File: src/rtl/irqfe_pkg.sv
package irqfe_pkg;
    localparam int REG_W    = 8;
    localparam int EN_W     = REG_W - 1;
    localparam int NUM_SRC  = 5;
    localparam int SUM_BIT  = REG_W - 1;

    // flag bit position of each source, indexed by evt_set index
    localparam int SRC_POS [NUM_SRC] = '{2, 3, 4, 5, 6};

    localparam int T2_POS = 5;
    localparam int T1_POS = 6;

    localparam logic [REG_W-1:0] SHIFT_GROUP = 8'h1C;
    localparam logic [REG_W-1:0] IRQ_MASK    = 8'h64;

    typedef struct packed {
        logic [REG_W-1:0] flag;
        logic [EN_W-1:0]  en;
    } irqfe_state_t;
endpackage

File: src/rtl/irqfe_flag_next.sv
module irqfe_flag_next
    import irqfe_pkg::*;
(
    input  logic [REG_W-1:0]   flag_q,
    input  logic [NUM_SRC-1:0] evt_set,
    input  logic [REG_W-1:0]   clr_mask,
    output logic [REG_W-1:0]   flag_d
);
    logic [REG_W-1:0] set_vec;

    // scatter the source pulses onto their flag positions
    for (genvar b = 0; b < REG_W; b++) begin : g_bit
        logic [NUM_SRC-1:0] hit;
        for (genvar s = 0; s < NUM_SRC; s++) begin : g_src
            if (SRC_POS[s] == b) begin : g_map
                assign hit[s] = evt_set[s];
            end else begin : g_nomap
                assign hit[s] = 1'b0;
            end
        end
        assign set_vec[b] = |hit;
    end

    // set has priority over any clear
    always_comb begin
        flag_d = (flag_q & ~clr_mask) | set_vec;
    end
endmodule

File: src/rtl/irqfe_en_next.sv
module irqfe_en_next
    import irqfe_pkg::*;
(
    input  logic [EN_W-1:0]  en_q,
    input  logic             en_wr,
    input  logic [REG_W-1:0] wr_data,
    output logic [EN_W-1:0]  en_d
);
    always_comb begin
        en_d = en_q;
        if (en_wr) begin
            if (wr_data[SUM_BIT]) begin
                en_d = en_q | wr_data[EN_W-1:0];
            end else begin
                en_d = en_q & ~wr_data[EN_W-1:0];
            end
        end
    end
endmodule

File: src/rtl/irqfe_read_mux.sv
module irqfe_read_mux
    import irqfe_pkg::*;
(
    input  logic [REG_W-1:0] flag_q,
    input  logic [EN_W-1:0]  en_q,
    input  logic             rd_sel,
    output logic [REG_W-1:0] rd_data,
    output logic             irq
);
    logic [REG_W-1:0] en_full;
    logic [REG_W-1:0] pending;

    always_comb begin
        en_full = {1'b0, en_q};
        pending = flag_q & en_full;
        irq     = |(pending & IRQ_MASK);
        if (rd_sel) begin
            rd_data = {1'b1, en_q};
        end else begin
            rd_data = {|pending, flag_q[EN_W-1:0]};
        end
    end
endmodule

File: src/rtl/irq_flag_enable.sv
module irq_flag_enable
    import irqfe_pkg::*;
(
    input  logic               clk,
    input  logic               rst_n,
    input  logic               wr_en,
    input  logic               wr_sel,
    input  logic [REG_W-1:0]   wr_data,
    input  logic               rd_sel,
    output logic [REG_W-1:0]   rd_data,
    input  logic [NUM_SRC-1:0] evt_set,
    input  logic               clr_sr,
    input  logic               clr_t1,
    input  logic               clr_t2,
    output logic               irq
);
    irqfe_state_t     st_d, st_q;
    logic [REG_W-1:0] clr_mask;
    logic [REG_W-1:0] flag_nx;
    logic [EN_W-1:0]  en_nx;
    logic [REG_W-1:0] flag_q;
    logic [EN_W-1:0]  en_q;

    assign flag_q = st_q.flag;
    assign en_q   = st_q.en;

    // gather all clear sources into one mask
    always_comb begin
        clr_mask = '0;
        if (wr_en && !wr_sel) clr_mask = clr_mask | wr_data;
        if (clr_sr)           clr_mask = clr_mask | SHIFT_GROUP;
        if (clr_t1)           clr_mask[T1_POS] = 1'b1;
        if (clr_t2)           clr_mask[T2_POS] = 1'b1;
    end

    irqfe_flag_next u_flag_next (
        .flag_q   (flag_q),
        .evt_set  (evt_set),
        .clr_mask (clr_mask),
        .flag_d   (flag_nx)
    );

    irqfe_en_next u_en_next (
        .en_q    (en_q),
        .en_wr   (wr_en && wr_sel),
        .wr_data (wr_data),
        .en_d    (en_nx)
    );

    always_comb begin
        st_d      = st_q;
        st_d.flag = flag_nx & {1'b0, {EN_W{1'b1}}};
        st_d.en   = en_nx;
    end

    always_ff @(posedge clk or negedge rst_n) begin
        if (!rst_n) begin
            st_q <= '0;
        end else begin
            st_q <= st_d;
        end
    end

    irqfe_read_mux u_read_mux (
        .flag_q  (flag_q),
        .en_q    (en_q),
        .rd_sel  (rd_sel),
        .rd_data (rd_data),
        .irq     (irq)
    );
endmodule

File: config.mk
export PLATFORM = sky130hd
export DESIGN_NAME = irq_flag_enable
export DESIGN_NICKNAME = d
export VERILOG_FILES = /design/src/rtl/irqfe_pkg.sv /design/src/rtl/irqfe_flag_next.sv /design/src/rtl/irqfe_en_next.sv /design/src/rtl/irqfe_read_mux.sv /design/src/rtl/irq_flag_enable.sv
export SDC_FILE = /design/constraint.sdc
export NUM_CORES = 1
export LEC_CHECK = 0
export ABC_CLOCK_PERIOD_IN_PS = 2800
export CAP_MARGIN = 10
export CORE_AREA = 2 2 44 46
export CTS_CLUSTER_SIZE = 14
export DETAILED_ROUTE_END_ITERATION = 8
export DIE_AREA = 0 0 46 48
export GPL_TIMING_DRIVEN = 0
export PLACE_DENSITY_LB_ADDON = 0.1
export SETUP_SLACK_MARGIN = 0.15
export SYNTH_ARGS = -nofsm -noshare
export SYNTH_HDL_FRONTEND = slang
export SYNTH_SLANG_ARGS = --single-unit
File: constraint.sdc
create_clock -name clk -period 2.8 [get_ports clk]
set_input_delay 0.56 -clock clk [delete_from_list [all_inputs] [get_ports clk]]
set_output_delay 0.56 -clock clk [all_outputs]
set_load 0.02 [all_outputs]
; Yosys cells after proc, flatten, opt, wreduce, memory -nomap -nowiden
; Cells that the tools add are included.
[classes]
muxes = 6
n_bitwise = 7
n_reduce_logical = 5
[op_table]
columns = op, n
row1 = 7-bit AND, 3
row2 = 7-bit 2-to-1 mux, 2
row3 = 7-bit NOT, 2
row4 = 7-bit bitwise OR, 2
row5 = 8-bit 2-to-1 mux, 1
row6 = 8-bit OR reduction, 1
row7 = 5-bit 2-to-1 mux, 1
row8 = 3-bit OR reduction, 1
row9 = 1-bit logical AND, 2
row10 = 1-bit 2-to-1 mux, 2
row11 = 1-bit logical NOT, 1
[word_totals]
regBits = 14
input_bits = 21
out_inout_bits = 9
wordCells = 20

; Logic depth before layout (Yosys ltp)
; Gate-level depths: netlist of run 1.
[logic_depth]
depth_word = 7
depth_mapped = 3
mapped_depth_nobuf = 2

; By module
; A second synthesis of run 1 with hierarchy kept.
[hier_totals]
cells_unflattened = 65
hier_area_um2 = 730.7
[by_module_without_submodules]
columns = mod, instances, cells_each, area_per_inst_um2, seq_area_each_um2
row1 = irq_flag_enable, 1, 25, 432.9, 350.3
row2 = irqfe_read_mux, 1, 13, 117.6, 0.0
row3 = irqfe_en_next, 1, 14, 105.1, 0.0
row4 = irqfe_flag_next, 1, 13, 75.1, 0.0

; Least setup slack after synthesis of run 1
; OpenSTA, ideal clock, no wires.
[synth_path]
path_type = input to output
startpoint = input rd_sel
endpoint = output rd_data[0]
arrival_time_ns = 1.121
required_ns = 2.240
slack_ns = 1.119
path_stages = 2
path_buffers = 1
cell_sequence = buf_2 > mux2_2
[synth_between]
elab_chain_cells = 1
[synth_lines]
columns = element, line_no
row1 = from (decl), irq_flag_enable.sv:9  ; input logic rd_sel,
row2 = 8-bit 2-to-1 mux, irqfe_read_mux.sv:17  ; if (rd_sel) begin
row3 = to (decl), irq_flag_enable.sv:10  ; output logic [REG_W-1:0] rd_data,
; No other way between the ends.

==> impl_metrics.toml, run 1 <==
[synthesis]
synth_area_um2 = 756
ys_types = 15
synth_nets = 80
ys_ff_latch = 14
syn_inst = 59
ys_warn_count = 0
yosysSeqAreaShare_pct = 46.4
syn_area_per_cell_um2 = 12.8

[placement]
gp_congestion = 0.678
portBuffers = 28
hpwl_um = 1290

[layout]
area_growth_pct = 42.9
num_antenna_cells = 0
fin_nets = 113
drive_gt1_share_pct = 32.2
fillers = 138

[cts]
root_buffer = "clkbuf_4"
cts_sinks = 14
cts_buffers = 3
clk_pin_slew_ps = 80
postCtsHoldBufs = 0
post_cts_resized = 0
clk_path_buf_depth = 2
h-tree-depth = 1
cts_setup_buffers = 0
clk_latency_ps = 260
tritoncts = "built"

[floorplan]
initial_core_util_pct = 44.7
rows = 15
fp.dieArea_mm2 = 0.00221
die_w_um = 46
io-pin-count = 30
fp.dieH_um = 48
core_area_mm2 = 0.00169

[sta]
whs_ps = 532
report.final.slew_viol_count = 0
rsz0062_at_grt = "false"
period_share_pct = 85.6
finalClockSkew_ps = 0
period_needed_ps = 2400
worst_pin_slew_ps = 669
hold_viol_final = 0
finalSetupTns_ps = 0
slew_headroom_pct = 55.3
fmax_mhz = 417
setup_viol = 0

[grt]
antenna_found_initial = 0
track_usage_pct = 17.5
grt_pass1_wl_um = 2620
grt_max_degree = 15
grt_pass1_vias = 564
grt_overflow = 0

[detailed_routing]
vias = 586
wl_per_cell_um = 15.6
wirelength_um = 1670
drc = 0
dr.pass1.iters = 5
detail-route-antenna-nets = 0
via_per_inst = 5.48
initialDrtViolationCount = 9

[power_and_ir_drop]
p_per_area_mw_per_mm2 = 488
p_leak_nw = 0.451
ir_worst_vdd_v = 0.000254

[setup_path]
slowest_stage = "clkdlybuf4s50_1"
worstPathArrival_ps = 1840
critPathKind = "reg -> out"
start_kind = "flop"
cp-end-kind = "primary output"
cp.required_ps = 2240
critPathMaxStageDelay_ps = 570
path_cells = "a222oi_1, nand3_1, clkdlybuf4s50_1"
cp_num_buf_inv = 1
critPathMaxFanout = 3
path_delay_family = "buffers and inverters"

[outcome]
status = "finished, final reports clean"

[flow_run]
drv_cap = 0

[worst_hold_path]
hold_path_class = "reg -> reg"
[cell families after synthesis]
kind of cell,synth area share (%)
AO/OA/AOI/OAI,11.1
buffers and inverters,5.63
AND/OR/NAND/NOR,14.1
flip-flops,46.4
multiplexers,22.8
[path summary, 6_finish.rpt]
check                                              to  slack (ps)  depth (start not counted)
setup / recovery                           rd_data[7]         400                          3
setup reg to reg                                 flop        2000                          1
hold / removal                                   flop         530                          1
min in group asynchronous  asynchronous set/reset pin         700                          1
hold reg to reg                                  flop         530                          1
max in group asynchronous  asynchronous set/reset pin        1680                          1
[report_power, final]
| part | internal (W) | leakage, nW | switching, W |
|---|---|---|---|
| combinational | 0.000105 | 0.272 | 0.0000689 |
| sequential | 0.000227 | 0.165 | 0.0000196 |
| clock | 0.0000496 | 0.0138 | 0.0000580 |
[per-stage QoR]
stage	util [%]	cell area (um2)	power, W	worst slack, ps	std cells
finish	63.9	1080	0.000527	403	107
global route	63.9	1080	0.000558	307	107
CTS	63.9	1080	0.000535	375	107
detailed placement	62.6	1060	0.000425	596	104
global placement	62.6	1060	0.000422	583	104
floorplan	-	756	0.000339	1120	59
[layout by cell type, fill, tap and decap left out]
| cell type | n |
|---|---|
| clkdlybuf4s50_1 | 28 |
| dfrtp_1 | 14 |
| mux2_2 | 9 |
| nand3b_1 | 5 |
| a31o_2 | 5 |
| inv_1 | 4 |
| nand3_1 | 4 |
| nand3_2 | 4 |
| mux2_4 | 4 |
| clkbuf_4 | 3 |
| buf_6 | 2 |
| a21boi_0 | 2 |
| a222oi_1 | 2 |
| buf_2 | 1 |
| and2b_2 | 1 |
| a21oi_1 | 1 |
| mux2_1 | 1 |
[cells in the mapped netlist]
library cell	number	share of area [%]
a21boi_0	2	2.0
a21oi_1	1	0.66
a222oi_1	2	2.6
a31o_2	5	5.8
and2b_2	1	1.2
buf_2	1	0.66
buf_6	2	3.0
dfrtp_1	14	46
inv_1	4	2.0
mux2_1	1	1.5
mux2_2	9	13
mux2_4	4	7.9
nand3_1	4	2.6
nand3_2	4	5.3
nand3b_1	5	5.0
[per-layer routing]
metal	part of all wire [%]	vias to the layer above	track usage [%]	wire (um)
met5	0	-	0	0
met4	1.1	0	8.57	18
met3	5.1	2	4.15	85
met2	44	20	25.3	737
met1	50	280	24.4	831
li1	-	284	-	-
[cell type report]
cell class,instances,area [um2],share of cell area [%]
buffer,3,27.5,2.55
clock buffer,3,22.5,2.09
timing repair buffer,28,280,26.0
sequential,14,350,32.4
tap,17,21.3,1.97
multi-input combinational,38,363,33.6
inverter,4,15.0,1.39
Power figures use the tool's default switching activity.
==> inputs of run 2 (changes only) <==
--- a/config.mk
+++ b/config.mk
@@ -5,13 +5,14 @@
 export SDC_FILE = /design/constraint.sdc
 export NUM_CORES = 1
 export LEC_CHECK = 0
-export ABC_CLOCK_PERIOD_IN_PS = 2800
+export ABC_CLOCK_PERIOD_IN_PS = 3000
 export CAP_MARGIN = 10
 export CORE_AREA = 2 2 44 46
 export CTS_CLUSTER_SIZE = 14
 export DETAILED_ROUTE_END_ITERATION = 8
 export DIE_AREA = 0 0 46 48
 export GPL_TIMING_DRIVEN = 0
+export HOLD_SLACK_MARGIN = 0.08
 export PLACE_DENSITY_LB_ADDON = 0.1
 export SETUP_SLACK_MARGIN = 0.15
 export SYNTH_ARGS = -nofsm -noshare
==> constraint.sdc (replaced) <==
create_clock -name clk -period 3 [get_ports clk]
set_input_delay 0.6 -clock clk [delete_from_list [all_inputs] [get_ports clk]]
set_output_delay 0.6 -clock clk [all_outputs]
set_load 0.02 [all_outputs]
==> results of run 2 <==
The final DEF is identical to that of run 1. Status: finished, final reports clean.
Main changes from that run: setup slack after placement 596 ps -> 716 ps; setup slack after layout 403 ps -> 563 ps; register-to-register setup slack 2000 ps -> 2200 ps; total power 0.000527 W -> 0.000492 W; worst IR drop on VDD 0.000254 V -> 0.000237 V
